**src/rtl/occ_bitmap_pkg.sv**
```systemverilog
package occ_bitmap_pkg;
  typedef enum logic {
    OCC_CLEAR = 1'b0,
    OCC_SET   = 1'b1
  } occ_op_e;
endpackage

```
**src/rtl/occ_lowbit_enc.sv**
```systemverilog
module occ_lowbit_enc #(
  parameter int W = 32,
  localparam int POS_W = (W > 1) ? $clog2(W) : 1
) (
  input  logic [W-1:0]     vec,
  output logic             any,
  output logic [POS_W-1:0] pos
);
  always_comb begin
    any = |vec;
    pos = '0;
    for (int i = W - 1; i >= 0; i--) begin
      if (vec[i]) pos = POS_W'(i);
    end
  end
endmodule

```
**src/rtl/occ_bitmap_store.sv**
```systemverilog
module occ_bitmap_store
  import occ_bitmap_pkg::*;
#(
  parameter int WORD_W  = 32,
  parameter int N_WORDS = 32,
  localparam int BIT_W = $clog2(WORD_W),
  localparam int WRD_W = $clog2(N_WORDS),
  localparam int IDX_W = BIT_W + WRD_W
) (
  input  logic                            clk,
  input  logic                            rst_n,
  input  logic                            upd_valid,
  input  logic                            upd_set,
  input  logic [IDX_W-1:0]                upd_idx,
  output logic [N_WORDS-1:0][WORD_W-1:0]  det_q,
  output logic [N_WORDS-1:0]              sum_q,
  output logic [N_WORDS-1:0][WORD_W-1:0]  det_nxt,
  output logic [N_WORDS-1:0]              sum_nxt
);
  logic [WRD_W-1:0] uw;
  logic [BIT_W-1:0] ub;

  assign uw = upd_idx[IDX_W-1:BIT_W];
  assign ub = upd_idx[BIT_W-1:0];

  // Next state of both levels; the summary bit of the touched word alone moves.
  always_comb begin
    det_nxt = det_q;
    sum_nxt = sum_q;
    if (upd_valid) begin
      if (occ_op_e'(upd_set) == OCC_SET) begin
        det_nxt[uw][ub] = 1'b1;
        sum_nxt[uw]     = 1'b1;
      end else begin
        det_nxt[uw][ub] = 1'b0;
        sum_nxt[uw]     = |(det_q[uw] & ~(WORD_W'(1) << ub));
      end
    end
  end

  always_ff @(posedge clk) begin
    if (!rst_n) begin
      det_q <= '0;
      sum_q <= '0;
    end else begin
      det_q <= det_nxt;
      sum_q <= sum_nxt;
    end
  end
endmodule

```
**src/rtl/occ_search_pipe.sv**
```systemverilog
module occ_search_pipe #(
  parameter int WORD_W  = 32,
  parameter int N_WORDS = 32,
  localparam int BIT_W = $clog2(WORD_W),
  localparam int WRD_W = $clog2(N_WORDS),
  localparam int IDX_W = BIT_W + WRD_W
) (
  input  logic                            clk,
  input  logic                            rst_n,
  input  logic                            req_valid,
  input  logic [IDX_W-1:0]                req_start,
  input  logic [N_WORDS-1:0][WORD_W-1:0]  det_q,
  input  logic [N_WORDS-1:0][WORD_W-1:0]  det_nxt,
  input  logic [N_WORDS-1:0]              sum_nxt,
  output logic                            rsp_valid,
  output logic                            rsp_found,
  output logic [IDX_W-1:0]                rsp_idx
);
  // Stage A: summary read plus the start word, both taken from post-update state.
  logic [WRD_W-1:0]   sw;
  logic [BIT_W-1:0]   so;
  logic [WORD_W-1:0]  start_word;
  logic [N_WORDS-1:0] sum_above;
  logic               a_hit;
  logic [BIT_W-1:0]   a_pos;
  logic               s_any;
  logic [WRD_W-1:0]   s_pos;

  assign sw         = req_start[IDX_W-1:BIT_W];
  assign so         = req_start[BIT_W-1:0];
  assign start_word = det_nxt[sw] & ~((WORD_W'(1) << so) - WORD_W'(1));
  assign sum_above  = sum_nxt & ~((N_WORDS'(2) << sw) - N_WORDS'(1));

  occ_lowbit_enc #(.W(WORD_W))  u_enc_start (.vec(start_word), .any(a_hit), .pos(a_pos));
  occ_lowbit_enc #(.W(N_WORDS)) u_enc_sum   (.vec(sum_above),  .any(s_any), .pos(s_pos));

  logic             a_v_q;
  logic             a_hit_q;
  logic [IDX_W-1:0] a_idx_q;
  logic             s_any_q;
  logic [WRD_W-1:0] s_word_q;

  always_ff @(posedge clk) begin
    if (!rst_n) begin
      a_v_q    <= 1'b0;
      a_hit_q  <= 1'b0;
      a_idx_q  <= '0;
      s_any_q  <= 1'b0;
      s_word_q <= '0;
    end else begin
      a_v_q    <= req_valid;
      a_hit_q  <= a_hit;
      a_idx_q  <= {sw, a_pos};
      s_any_q  <= s_any;
      s_word_q <= s_pos;
    end
  end

  // Stage B: one detail-word read; det_q now holds the request-cycle state.
  logic [WORD_W-1:0] b_word;
  logic              b_any;
  logic [BIT_W-1:0]  b_pos;

  assign b_word = det_q[s_word_q];

  occ_lowbit_enc #(.W(WORD_W)) u_enc_det (.vec(b_word), .any(b_any), .pos(b_pos));

  always_ff @(posedge clk) begin
    if (!rst_n) begin
      rsp_valid <= 1'b0;
      rsp_found <= 1'b0;
      rsp_idx   <= '0;
    end else begin
      rsp_valid <= a_v_q;
      rsp_found <= 1'b0;
      rsp_idx   <= '0;
      if (a_v_q) begin
        if (a_hit_q) begin
          rsp_found <= 1'b1;
          rsp_idx   <= a_idx_q;
        end else if (s_any_q && b_any) begin
          rsp_found <= 1'b1;
          rsp_idx   <= {s_word_q, b_pos};
        end
      end
    end
  end
endmodule

```
**src/rtl/occ_bitmap_finder.sv**
```systemverilog
module occ_bitmap_finder #(
  parameter int WORD_W  = 32,
  parameter int N_WORDS = 32,
  localparam int IDX_W = $clog2(WORD_W) + $clog2(N_WORDS),
  localparam int TOT   = WORD_W * N_WORDS
) (
  input  logic             clk,
  input  logic             rst_n,
  input  logic             upd_valid,
  input  logic             upd_set,
  input  logic [IDX_W-1:0] upd_idx,
  input  logic             req_valid,
  input  logic [IDX_W-1:0] req_start,
  output logic             rsp_valid,
  output logic             rsp_found,
  output logic [IDX_W-1:0] rsp_idx
);
  logic [N_WORDS-1:0][WORD_W-1:0] det_q;
  logic [N_WORDS-1:0][WORD_W-1:0] det_nxt;
  logic [N_WORDS-1:0]             sum_q;
  logic [N_WORDS-1:0]             sum_nxt;
  logic [TOT-1:0]                 det_flat;

  assign det_flat = det_q;

  occ_bitmap_store #(.WORD_W(WORD_W), .N_WORDS(N_WORDS)) u_store (
    .clk(clk), .rst_n(rst_n),
    .upd_valid(upd_valid), .upd_set(upd_set), .upd_idx(upd_idx),
    .det_q(det_q), .sum_q(sum_q), .det_nxt(det_nxt), .sum_nxt(sum_nxt)
  );

  occ_search_pipe #(.WORD_W(WORD_W), .N_WORDS(N_WORDS)) u_search (
    .clk(clk), .rst_n(rst_n),
    .req_valid(req_valid), .req_start(req_start),
    .det_q(det_q), .det_nxt(det_nxt), .sum_nxt(sum_nxt),
    .rsp_valid(rsp_valid), .rsp_found(rsp_found), .rsp_idx(rsp_idx)
  );
endmodule

```
**config.mk**
```make
export PLATFORM = sky130hd
export DESIGN_NAME = occ_bitmap_finder
export DESIGN_NICKNAME = d
export VERILOG_FILES = /design/src/rtl/occ_bitmap_pkg.sv /design/src/rtl/occ_lowbit_enc.sv /design/src/rtl/occ_bitmap_store.sv /design/src/rtl/occ_search_pipe.sv /design/src/rtl/occ_bitmap_finder.sv
export SDC_FILE = /design/constraint.sdc
export NUM_CORES = 2
export LEC_CHECK = 0
export BUFFER_PORTS_ARGS = -buffer_cell sky130_fd_sc_hd__buf_2
export CORE_MARGIN = 4
export CORE_UTILIZATION = 45
export DETAILED_ROUTE_END_ITERATION = 6
export HOLD_SLACK_MARGIN = 0.08
export PLACE_DENSITY = 0.62
export SYNTH_ARGS = -nofsm -noshare
export SYNTH_HDL_FRONTEND = slang
export SYNTH_HIERARCHICAL = 1
export SYNTH_SLANG_ARGS = --single-unit
```
**constraint.sdc**
```tcl
create_clock -name clk -period 13 [get_ports clk]
set_input_delay 1.3 -clock clk [delete_from_list [all_inputs] [get_ports clk]]
set_output_delay 1.3 -clock clk [all_outputs]
set_load 0.02 [all_outputs]
```
==> results_dict.tcl <==
set metrics [dict create \
    fmax_mhz 127 \
    numClockSinks 1085 \
    critPathSlowestCell "buf_4" \
    cts_max_level 4 \
    met3_wirelength_um 48600 \
    grt_first_pass_wirelength_um 460000 \
    cts-resized-gates 0 \
    cts_buffer_depth 3 \
    drive_above_1_share 0.276 \
    hold_viol 0 \
    yosys_warnings 6 \
    starting_density 0.454 \
    cellPowerDensity_nw_per_um2 99.5 \
    timing.critical_path.cells "buf_8 > buf_4 > buf_4 > mux2i_1 > o22ai_1 > nor4_1 > a31oi_1 > a2111oi_2 > nand3_1 > nor4_4 > buf_4 > a21oi_1 > o21ai_0 > a21oi_1 > or4_4 > a21oi_1 > o21ai_1 > nand2_1 > a21boi_2 > and2_1" \
    num_vias 65604 \
    port-buffer-count 36 \
    drtAntennaViolNets 0 \
    core-area_um2 161000 \
    critical_path_buf_inv_count 4 \
    timing.critical_path.fanout_max 64 \
    clock_transition_at_the_registers_of_the_reported_paths_ns 0.06 \
    chipWidth_um 411 \
    synth.cell_area_um2 73000 \
    type_of_element_launching_the_critical_path "input port" \
    worstMarginPinSlew_ns 1.63 \
    grt_start_max_net_pins 274 \
    chipHeight_um 411 \
    met1Wirelength_um 121000 \
    fin_skew_ns 0.0337 \
    postPlaceCellArea_um2 74700 \
    syn2layout_area_growth_pct 8.30 \
    worstPathRequired_ns 13.68 \
    cts_tree "yes" \
    rsz_0062_raised_after_global_routing "no" \
    worstPathArrival_ns 8.56 \
    postCtsSetupRepairBufs 0 \
    total_cts_buffers 131 \
    design.die.area_um2 169000 \
    globalRouteOverflowTotal 0 \
    synthCells 7544 \
    crit_family "buffers and inverters" \
    cts_root_buf "clkbuf_16" \
    maxCapViolCount 1 \
    routabilityCongestion 1.05 \
    violations "DRC, capacitance limit, slew limit" \
    postSynthAreaPerCell_um2 9.68 \
    setup_viol_count_final 0 \
    std_cell_rows 147 \
    hpwlAfterDp_um 201000 \
    cts-hold-fix-buffers 0 \
    drv_slew 5 \
    final.min_clock_period_ns 7.88 \
    final_cells 9466 \
    routed.top_layer "met5" \
    post-route-worst-setup-slack_ns 5.12 \
    critical_path_class "input port to register" \
    drc 8 \
    static-leakage-power_uw 0.0301 \
    dp_cells 9195 \
    min_period_over_period 0.606 \
    detail_route.vias_per_cell 6.93 \
    max-slew-margin-rel -0.0922 \
    postLayoutCellArea_um2 79100 \
    wl_um 329000 \
    grt_use_total 0.376 \
    cp_endpoint_kind "register" \
    worst_ir_drop_vdd_mv 0.130 \
    dr_wl_met2_um 132000 \
    via_count_of_the_first_global_routing_pass 60969 \
    antenna_found_initial 34 \
    clock_latency_ns 0.80 \
    totalPowerFinal_uw 7860 \
    wl_per_cell_um 34.8 \
    drt_pass1_iterations 7 \
    hold_class "register to register" \
    design.final.nets 7195 \
    preCtsSetupSlack_ns 4.71 \
    setup_total_negative_slack_ns 0 \
    outcome "finished with violations" \
    drt_iter0_drc 11175 \
    cp_slowest_stage_delay_ns 0.98 \
    fillCellCount 14839 \
    num_io_pins 37 \
]
[placed cells by master (no fill, tap or decap), types with 14 or more instances in the layout]
| cell type | count |
|---|---|
| a211oi_1 | 49 |
| a21oi_1 | 80 |
| a221oi_1 | 16 |
| a22o_1 | 18 |
| a22oi_1 | 42 |
| a31oi_1 | 18 |
| and2_1 | 1063 |
| buf_2 | 29 |
| buf_4 | 199 |
| clkbuf_1 | 37 |
| clkbuf_16 | 136 |
| clkbuf_8 | 32 |
| dfxtp_1 | 1080 |
| diode_2 | 44 |
| inv_1 | 28 |
| mux2_2 | 871 |
| mux2i_1 | 544 |
| mux4_2 | 577 |
| nand2_1 | 428 |
| nand2_2 | 32 |
| nand3_1 | 220 |
| nor2_1 | 851 |
| nor2_2 | 21 |
| nor2b_1 | 23 |
| nor3_1 | 36 |
| nor3b_1 | 14 |
| nor4_1 | 69 |
| o21ai_0 | 230 |
| o22ai_1 | 270 |
| o31ai_1 | 15 |
[layout make-up]
class	count	area [um^2]	share of cell area
inverters	28	105	0.00133
clock buffers	205	3980	0.0504
clock inverters	22	260	0.00329
repair buffers	243	1910	0.0242
well taps	2160	2700	0.0342
diodes	44	110	0.00139
flip-flops and latches	1085	21700	0.275
multi-input cells	5679	48200	0.610
[routing by layer]
metal	vias to the layer above	track usage
met2	5335	0.515
met4	12	0.265
met5	-	0
met1	32321	0.493
li1	26598	-
met3	1338	0.130
[worst paths after layout]
check                             from  cells past startpoint  slack (ns)              endpoint
hold reg to reg    u_search/a_idx_q[6]                      2        0.48   u_search/rsp_idx[6]
setup reg to reg  u_search/s_word_q[1]                     11        6.80   u_search/rsp_idx[4]
setup / recovery            upd_idx[5]                     20        5.12  u_search/s_word_q[2]
hold / removal     u_search/a_idx_q[6]                      2        0.48   u_search/rsp_idx[6]
[worst min-delay path, cell delays in order (launching register included)]
cell and delay [ns]:
dfxtp_1 0.31, mux2i_1 0.06, nor2_1 0.07
[registers in the layout (all words and copies together), names as in the netlist]
register / flops
u_search/rsp_found: 1
u_search/a_hit_q: 1
u_search/rsp_valid: 1
u_search/rsp_idx: 10
u_search/s_any_q: 1
u_search/s_word_q: 5
u_store/sum_q: 31
u_store/det_q: 1024
u_search/a_idx_q: 10
u_search/a_v_q: 1
[metrics by stage]
step,hold WS [ns],utilization
after floorplan,0.428,-
after global placement,0.454,0.464
after detailed placement,0.460,0.464
after CTS,0.476,0.491
after global routing,0.505,0.491
final,0.475,0.491
[report_power, final]
part / switching [uW] / internal, uW
clock: 1600 / 2160
combinational: 553 / 197
sequential: 18.1 / 3330
Note: power is estimated with default switching activity, not from simulation.
